**src/rtl/pl_pkg.sv**
```systemverilog
package pl_pkg;
    typedef enum logic [1:0] {
        MOD_NONE = 2'b00,
        MOD_INC  = 2'b01,
        MOD_DEC  = 2'b10,
        MOD_HOLD = 2'b11
    } mod_e;

    typedef enum logic [1:0] {
        LN_IDLE  = 2'b00,
        LN_FILL  = 2'b01,
        LN_FAULT = 2'b10
    } lane_state_e;

    localparam int NUM_PTR  = 4;
    localparam int NUM_REG  = 6;
    localparam int HALF_W   = 16;
    localparam int WORD_W   = 2 * HALF_W;
endpackage

```
**src/rtl/pl_lane.sv**
```systemverilog
module pl_lane
    import pl_pkg::*;
#(
    parameter int AW = 12
) (
    input  logic                         clk,
    input  logic                         rst_n,
    input  logic                         issue,
    input  logic [2:0]                   dst,
    input  logic [1:0]                   ptr_sel,
    input  logic [1:0]                   mod,
    input  logic                         set_we,
    input  logic [1:0]                   set_idx,
    input  logic [AW-1:0]                set_val,
    output logic                         mem_re,
    output logic [AW-1:0]                mem_addr,
    input  logic [WORD_W-1:0]            mem_rdata,
    output logic                         wb_en,
    output logic [1:0]                   wb_pair,
    output logic [WORD_W-1:0]            wb_data,
    output logic                         err
);
    localparam int LAST_REG = NUM_REG - 2;

    lane_state_e        state_q, state_d;
    logic [AW-1:0]      ptr_q [NUM_PTR];
    logic [1:0]         pair_q;
    logic               legal;

    // Destination must be even and name one of the three pairs.
    always_comb begin
        legal = issue && !dst[0] && (int'(dst) <= LAST_REG);
    end

    // Next-state logic: every state has the same three exits.
    always_comb begin
        state_d = LN_IDLE;
        unique case (state_q)
            LN_IDLE, LN_FILL, LN_FAULT: begin
                if (issue && legal)      state_d = LN_FILL;   // GO_FILL
                else if (issue)          state_d = LN_FAULT;  // GO_FAULT
                else                     state_d = LN_IDLE;   // GO_IDLE
            end
            default:                     state_d = LN_IDLE;
        endcase
    end

    // State register.
    always_ff @(posedge clk) begin
        if (!rst_n) begin
            state_q <= LN_IDLE;
            pair_q  <= '0;
        end else begin
            state_q <= state_d;
            if (legal) pair_q <= dst[2:1];
        end
    end

    // Pointer file: setup write has priority over post-modify.
    generate
        for (genvar p = 0; p < NUM_PTR; p++) begin : g_ptr
            always_ff @(posedge clk) begin
                if (!rst_n) begin
                    ptr_q[p] <= '0;
                end else if (set_we && set_idx == 2'(p)) begin
                    ptr_q[p] <= set_val;
                end else if (legal && ptr_sel == 2'(p)) begin
                    unique case (mod_e'(mod))
                        MOD_INC:            ptr_q[p] <= ptr_q[p] + 1'b1;
                        MOD_DEC:            ptr_q[p] <= ptr_q[p] - 1'b1;
                        MOD_NONE, MOD_HOLD: ptr_q[p] <= ptr_q[p];
                        default:            ptr_q[p] <= ptr_q[p];
                    endcase
                end
            end
        end
    endgenerate

    // Outputs decoded from state and issue.
    always_comb begin
        mem_re   = legal;
        mem_addr = ptr_q[ptr_sel];
        wb_en    = 1'b0;
        err      = 1'b0;
        unique case (state_q)
            LN_IDLE:  ;
            LN_FILL:  wb_en = 1'b1;
            LN_FAULT: err   = 1'b1;
            default:  ;
        endcase
        wb_pair = pair_q;
        wb_data = mem_rdata;
    end

    AST_FILL_AFTER_READ: assert property (@(posedge clk) disable iff (!rst_n)
        wb_en |-> $past(mem_re)) else $error("fill without read");
    AST_FAULT_NO_READ: assert property (@(posedge clk) disable iff (!rst_n)
        err |-> !$past(mem_re)) else $error("fault after read");
    AST_PTR_INC: assert property (@(posedge clk) disable iff (!rst_n)
        (mem_re && mod == MOD_INC && !(set_we && set_idx == ptr_sel))
        |=> ptr_q[$past(ptr_sel)] == $past(mem_addr) + 1'b1) else $error("inc");
    AST_PTR_DEC: assert property (@(posedge clk) disable iff (!rst_n)
        (mem_re && mod == MOD_DEC && !(set_we && set_idx == ptr_sel))
        |=> ptr_q[$past(ptr_sel)] == $past(mem_addr) - 1'b1) else $error("dec");
    AST_SETUP_WINS: assert property (@(posedge clk) disable iff (!rst_n)
        set_we |=> ptr_q[$past(set_idx)] == $past(set_val)) else $error("setup");
    AST_ERR_PULSE: assert property (@(posedge clk) disable iff (!rst_n)
        (issue && !mem_re) |=> err) else $error("missing error");
endmodule

```
**src/rtl/pl_pairfile.sv**
```systemverilog
module pl_pairfile
    import pl_pkg::*;
(
    input  logic                   clk,
    input  logic                   rst_n,
    input  logic                   wb_en,
    input  logic [1:0]             wb_pair,
    input  logic [WORD_W-1:0]      wb_data,
    input  logic [2:0]             rd_idx,
    output logic [HALF_W-1:0]      rd_data
);
    localparam int NUM_PAIR = NUM_REG / 2;

    logic [HALF_W-1:0] regs_q [NUM_REG];

    generate
        for (genvar k = 0; k < NUM_PAIR; k++) begin : g_pair
            always_ff @(posedge clk) begin
                if (!rst_n) begin
                    regs_q[2*k]   <= '0;
                    regs_q[2*k+1] <= '0;
                end else if (wb_en && wb_pair == 2'(k)) begin
                    regs_q[2*k]   <= wb_data[HALF_W-1:0];
                    regs_q[2*k+1] <= wb_data[WORD_W-1:HALF_W];
                end
            end
        end
    endgenerate

    always_comb begin
        rd_data = '0;
        if (int'(rd_idx) < NUM_REG) rd_data = regs_q[rd_idx];
    end

    AST_PAIR_RANGE: assert property (@(posedge clk) disable iff (!rst_n)
        wb_en |-> int'(wb_pair) < NUM_PAIR) else $error("pair range");
endmodule

```
**src/rtl/pl_dual_load.sv**
```systemverilog
module pl_dual_load
    import pl_pkg::*;
#(
    parameter int AW = 12
) (
    input  logic              clk,
    input  logic              rst_n,
    input  logic              cfg_we,
    input  logic              cfg_bank,
    input  logic [1:0]        cfg_idx,
    input  logic [AW-1:0]     cfg_val,
    input  logic              a_issue,
    input  logic [2:0]        a_dst,
    input  logic [1:0]        a_ptr,
    input  logic [1:0]        a_mod,
    input  logic              b_issue,
    input  logic [2:0]        b_dst,
    input  logic [1:0]        b_ptr,
    input  logic [1:0]        b_mod,
    output logic              a_mem_re,
    output logic [AW-1:0]     a_mem_addr,
    input  logic [31:0]       a_mem_rdata,
    output logic              b_mem_re,
    output logic [AW-1:0]     b_mem_addr,
    input  logic [31:0]       b_mem_rdata,
    output logic              a_err,
    output logic              b_err,
    input  logic [2:0]        a_rd_idx,
    output logic [15:0]       a_rd_data,
    input  logic [2:0]        b_rd_idx,
    output logic [15:0]       b_rd_data
);
    localparam int NUM_LANE = 2;

    logic [NUM_LANE-1:0]   iss, re, err, wbe;
    logic [2:0]            dst   [NUM_LANE];
    logic [2:0]            ridx  [NUM_LANE];
    logic [1:0]            psel  [NUM_LANE];
    logic [1:0]            pmod  [NUM_LANE];
    logic [1:0]            wpair [NUM_LANE];
    logic [AW-1:0]         addr  [NUM_LANE];
    logic [WORD_W-1:0]     rdat  [NUM_LANE];
    logic [WORD_W-1:0]     wdat  [NUM_LANE];
    logic [HALF_W-1:0]     rout  [NUM_LANE];

    assign iss     = {b_issue, a_issue};
    assign dst[0]  = a_dst;   assign dst[1]  = b_dst;
    assign psel[0] = a_ptr;   assign psel[1] = b_ptr;
    assign pmod[0] = a_mod;   assign pmod[1] = b_mod;
    assign rdat[0] = a_mem_rdata; assign rdat[1] = b_mem_rdata;
    assign ridx[0] = a_rd_idx; assign ridx[1] = b_rd_idx;

    generate
        for (genvar l = 0; l < NUM_LANE; l++) begin : g_lane
            pl_lane #(.AW(AW)) u_lane (
                .clk       (clk),
                .rst_n     (rst_n),
                .issue     (iss[l]),
                .dst       (dst[l]),
                .ptr_sel   (psel[l]),
                .mod       (pmod[l]),
                .set_we    (cfg_we && (cfg_bank == 1'(l))),
                .set_idx   (cfg_idx),
                .set_val   (cfg_val),
                .mem_re    (re[l]),
                .mem_addr  (addr[l]),
                .mem_rdata (rdat[l]),
                .wb_en     (wbe[l]),
                .wb_pair   (wpair[l]),
                .wb_data   (wdat[l]),
                .err       (err[l])
            );
            pl_pairfile u_file (
                .clk     (clk),
                .rst_n   (rst_n),
                .wb_en   (wbe[l]),
                .wb_pair (wpair[l]),
                .wb_data (wdat[l]),
                .rd_idx  (ridx[l]),
                .rd_data (rout[l])
            );
        end
    endgenerate

    assign a_mem_re   = re[0];   assign b_mem_re   = re[1];
    assign a_mem_addr = addr[0]; assign b_mem_addr = addr[1];
    assign a_err      = err[0];  assign b_err      = err[1];
    assign a_rd_data  = rout[0]; assign b_rd_data  = rout[1];

    AST_ERR_EXCLUSIVE: assert property (@(posedge clk) disable iff (!rst_n)
        $onehot0({a_err, wbe[0]}) && $onehot0({b_err, wbe[1]})) else $error("err with fill");
endmodule

```
**config.mk**
```make
export PLATFORM = sky130hd
export DESIGN_NAME = pl_dual_load
export DESIGN_NICKNAME = d
export VERILOG_FILES = /design/src/rtl/pl_pkg.sv /design/src/rtl/pl_lane.sv /design/src/rtl/pl_pairfile.sv /design/src/rtl/pl_dual_load.sv
export SDC_FILE = /design/constraint.sdc
export NUM_CORES = 1
export LEC_CHECK = 0
export CAP_MARGIN = 20
export CORE_MARGIN = 3
export CORE_UTILIZATION = 25
export DETAILED_ROUTE_END_ITERATION = 10
export GPL_TIMING_DRIVEN = 0
export SYNTH_ARGS = -nofsm -noshare
export SYNTH_HDL_FRONTEND = slang
export SYNTH_HIERARCHICAL = 1
export SYNTH_SLANG_ARGS = --single-unit
export TNS_END_PERCENT = 50
```
**constraint.sdc**
```tcl
create_clock -name clk -period 3.7 [get_ports clk]
set_input_delay 0.555 -clock clk [delete_from_list [all_inputs] [get_ports clk]]
set_output_delay 0.555 -clock clk [all_outputs]
set_load 0.005 [all_outputs]
```
==> metrics.md <==
| Metric | Value |
|---|---|
| Logic pwr share | 0.133 |
| Via count | 14622 |
| Cell with the most instances after synthesis | edfxtp_1 |
| Vias per inst | 5.20 |
| Core area | 0.0732 sq mm |
| CTS Buf Count | 38 |
| # Post-CTS Setup Buffers | 0 |
| Sequential cell area | 0.00881 sq mm |
| Ranking of synthesized cells by area | edfxtp_1 47%, and2_1 6.9%, mux2i_1 5.3%, buf_4 2.8%, mux4_2 2.8% |
| Hold Crit Start | a_mem_rdata[13] |
| Synth cell types | 86 |
| WP data arrival | 3.80 ns |
| Clock power frac | 0.426 |
| Crit path cell chain | clkdlybuf4s50_1, buf_2, and4_1, and2_1, buf_2, nor2_1, o211ai_1, buf_6 |
| Chip width | 278 microns |
| Status | completed |
| Wirelength, routed | 60200 microns |
| Area of the multi-input gates | 0.00848 sq mm |
| Top-area cell type share of the netlist area | 0.467 |
| Critical path's most frequent cell | buf_2 |
| I/O Buffers | 91 |
| Clk root buf | clkbuf_16 |
| Yosys top cell by area | edfxtp_1 |
| Reg power frac | 0.441 |
| Worst setup SP type | primary input |
| Avg Inst Size Synth | 11.0 sq um |
| Final hold vios | 0 |
| Post-Synthesis Cell Area | 0.0185 sq mm |
| CP max stage cell | clkdlybuf4s50_1 |
| CP Max Fanout | 10 |
| Most frequent cells after synthesis | 288 x edfxtp_1, 203 x and2_1, 103 x nand2_1, 99 x mux2i_1, 71 x nor2_1 |
| Top_reg_cell synth | edfxtp_1 |
| Setup TNS | 0 ns |
| Reg-to-Reg Start | g_lane[0].u_lane/ptr_q[2][0] |
| Final min period | 3.54 ns |
| Hpwl dp | 43300 microns |
| Initial Utilization | 0.253 |
| CTS Sinks | 296 |
| Die area | 0.0774 sq mm |
| Worst Path Required | 3.96 ns |
| H-tree levels | 2 |
| Dpl cells | 2745 |
| Number of global-route vias before repair | 14313 |
| Placed inst area | 0.0209 sq mm |
| P_sw | 0.00229 W |
| Post-synth EDFFs | 288 |
| Largest net degree at the start of global routing | 33 |
| Number of fill cells | 7463 |
| Post-cts sizing count | 2 |
| Worst hold path class | in2reg |
| Async SR Flop Fraction | 0 |
| Cells on worst reg2reg path | 7 |
| Syn_nets | 1809 |
| R2R setup slack | 1.31 ns |
| Slew headroom | 0.347 |
| Finish-stage setup viols | 0 |
| RR Endpoint | g_lane[0].u_lane/ptr_q[2][6] |
| Residual DRC | 0 |
| Tcrit/Tclk final | 0.956 |
| GRT Util Overall | 0.150 |
| Internal power | 0.00675 W |
| CP endpoint kind | register |
| Cells after Synth | 1685 |
| Area growth, synth to finish | 19.8% |
| Hold path depth | 2 |
| Pwr/cell area | 408 mW/mm^2 |
| Peak supply drop | 264 uV |
| Hold EP | g_lane[0].u_file/regs_q[2][13] |
| LEAKAGE | 8.02 nW |
| Num rows | 99 |
| Max Slew Vio Count | 0 |
| Fmax | 283 MHz |
| WL/cell | 21.4 microns |
| Hold_buf cts | 0 |
| Number of synthesized register bits | 296 |
| Clk Latency, worst-skew pair | 0.55 ns |
| DIE HEIGHT | 278 microns |
| Max incr delay on CP | 1.01 ns |
| Placer Congestion | 0.903 |
| Layout Nets | 1950 |
| Sw Share | 0.254 |
| Initial drt markers | 1513 |
| TritonRoute pass-1 iters | 9 |
| GR Overflow Total | 0 |
| Final clock skew | 0.0165 ns |
| Slew @ Worst Pin | 0.976 ns |
| Post-synthesis sequential area ratio | 0.475 |
| CTS tree | done |
| Total number of yosys warnings | 6 |
| RSZ-0062 raised after global routing | false |
| Ports | 164 |
| Layout cells sized above 1 | 0.140 |
| Final ANT Viol Nets | 0 |
| WS Path Type | in2reg |
| Antenna violations before repair | 5 |
| Post-route cell area | 0.0222 sq mm |
| Clock-pin slew on the worst setup and hold paths | 0.06 ns |
| Max-cap violations | 0 |
| Final Non-Filler Cells | 2814 |
| Global-route wire length before repair | 89600 microns |
| Longest Clk Path Bufs | 3 |
how the worst max path moves through the flow:
| stage | start | end | cells after the start |
|---|---|---|---|
| after floorplan | g_lane[0].u_lane/state_q[0] | g_lane[0].u_file/regs_q[0][0] | 3 |
| after CTS | rst_n | g_lane[0].u_lane/ptr_q[2][8] | 7 |
| final | rst_n | g_lane[1].u_lane/ptr_q[3][10] | 8 |
| after detailed placement | a_issue | g_lane[0].u_lane/ptr_q[2][11] | 6 |
| after global routing | rst_n | g_lane[1].u_lane/ptr_q[0][2] | 8 |
| after global placement | g_lane[1].u_lane/state_q[0] | g_lane[1].u_file/regs_q[3][13] | 3 |
cells in the final DEF (no fill, tap or decap), types with 10 or more instances in the layout:
cell type          n
inv_1             39
a221o_1           22
clkbuf_1          59
nor2b_1           15
o221ai_1          21
xnor2_1           59
mux2i_1           99
nand3_1           54
a31oi_1           12
a22oi_1           12
nor3_1            39
buf_6             12
a22o_1            21
and4_1            13
o21ai_0           25
a221oi_1          35
buf_4             70
and3_1            25
nor2_1            71
mux4_2            23
ha_1              20
xor2_1            26
nand4_1           21
clkbuf_16         39
nand2_1          102
edfxtp_1         288
o32a_1            32
buf_2             53
nand2b_1          10
clkdlybuf4s50_1   91
nor4_1            11
a21oi_1           47
o21ai_1           35
and2_1           203
layer usage:
layer  part of all wire  GRT usage  up-vias
li1                   -          -     6593
met1               0.41      0.191     7255
met2               0.47      0.248      617
met3              0.075     0.0300      147
met4              0.043     0.0650       10
met5            0.00093          0        -
registers in the layout, indices dropped and copies added (netlist names):
name	flops
g_lane.u_file/regs_q	192
g_lane.u_lane/ptr_q	96
g_lane.u_lane/state_q	4
g_lane.u_lane/wb_pair	4
critical path: cells and delay by family:
family                 cells  cell delay, ns
AO/OA/AOI/OAI              1            0.67
buffers and inverters      4            1.92
AND/OR/NAND/NOR            3            0.63
power by group through the flow:
stage	registers (W)	clock network (W)	logic [W]
6_report	0.00399	0.00385	0.00121
5_1_grt	0.00400	0.00410	0.00130
4_1_cts	0.00398	0.00398	0.00121
3_5_place_dp	0.00405	0	0.00120
3_3_place_gp	0.00406	0	0.00115
2_1_floorplan	0.00400	0	0.000710
cells by family after synthesis:
kind of cell               Yosys count  share of synthesized area
and+or+nand+nor                    625                      0.192
buffers and inverters              227                     0.0706
DFF                                296                      0.475
muxes                              123                     0.0829
AOI/OAI and AO/OA                  309                      0.125
xor gates and xnor gates            85                     0.0402
adders and majority gates           20                     0.0135
layout make-up:
type / instances / share of cell area
multi-input combinational: 1162 / 0.382
timing repair buffer: 101 / 0.0500
clock inverter: 21 / 0.0127
antenna: 1 / 0.000113
buffer: 187 / 0.0522
tap: 959 / 0.0541
clock buffer: 47 / 0.0453
sequential: 296 / 0.397
inverter: 40 / 0.00677
through the flow:
stage	hold slack [ns]	setup WS [ns]	util	total power, W
after CTS	0.257	0.0277	0.303	0.00917
after detailed placement	0.512	-0.629	0.285	0.00525
after global routing	0.274	0.0844	0.303	0.00940
final	0.303	0.164	0.303	0.00905
after global placement	0.489	-1.67	0.282	0.00521
after floorplan	0.458	0.363	-	0.00471
(Power assumes the default switching activity.)
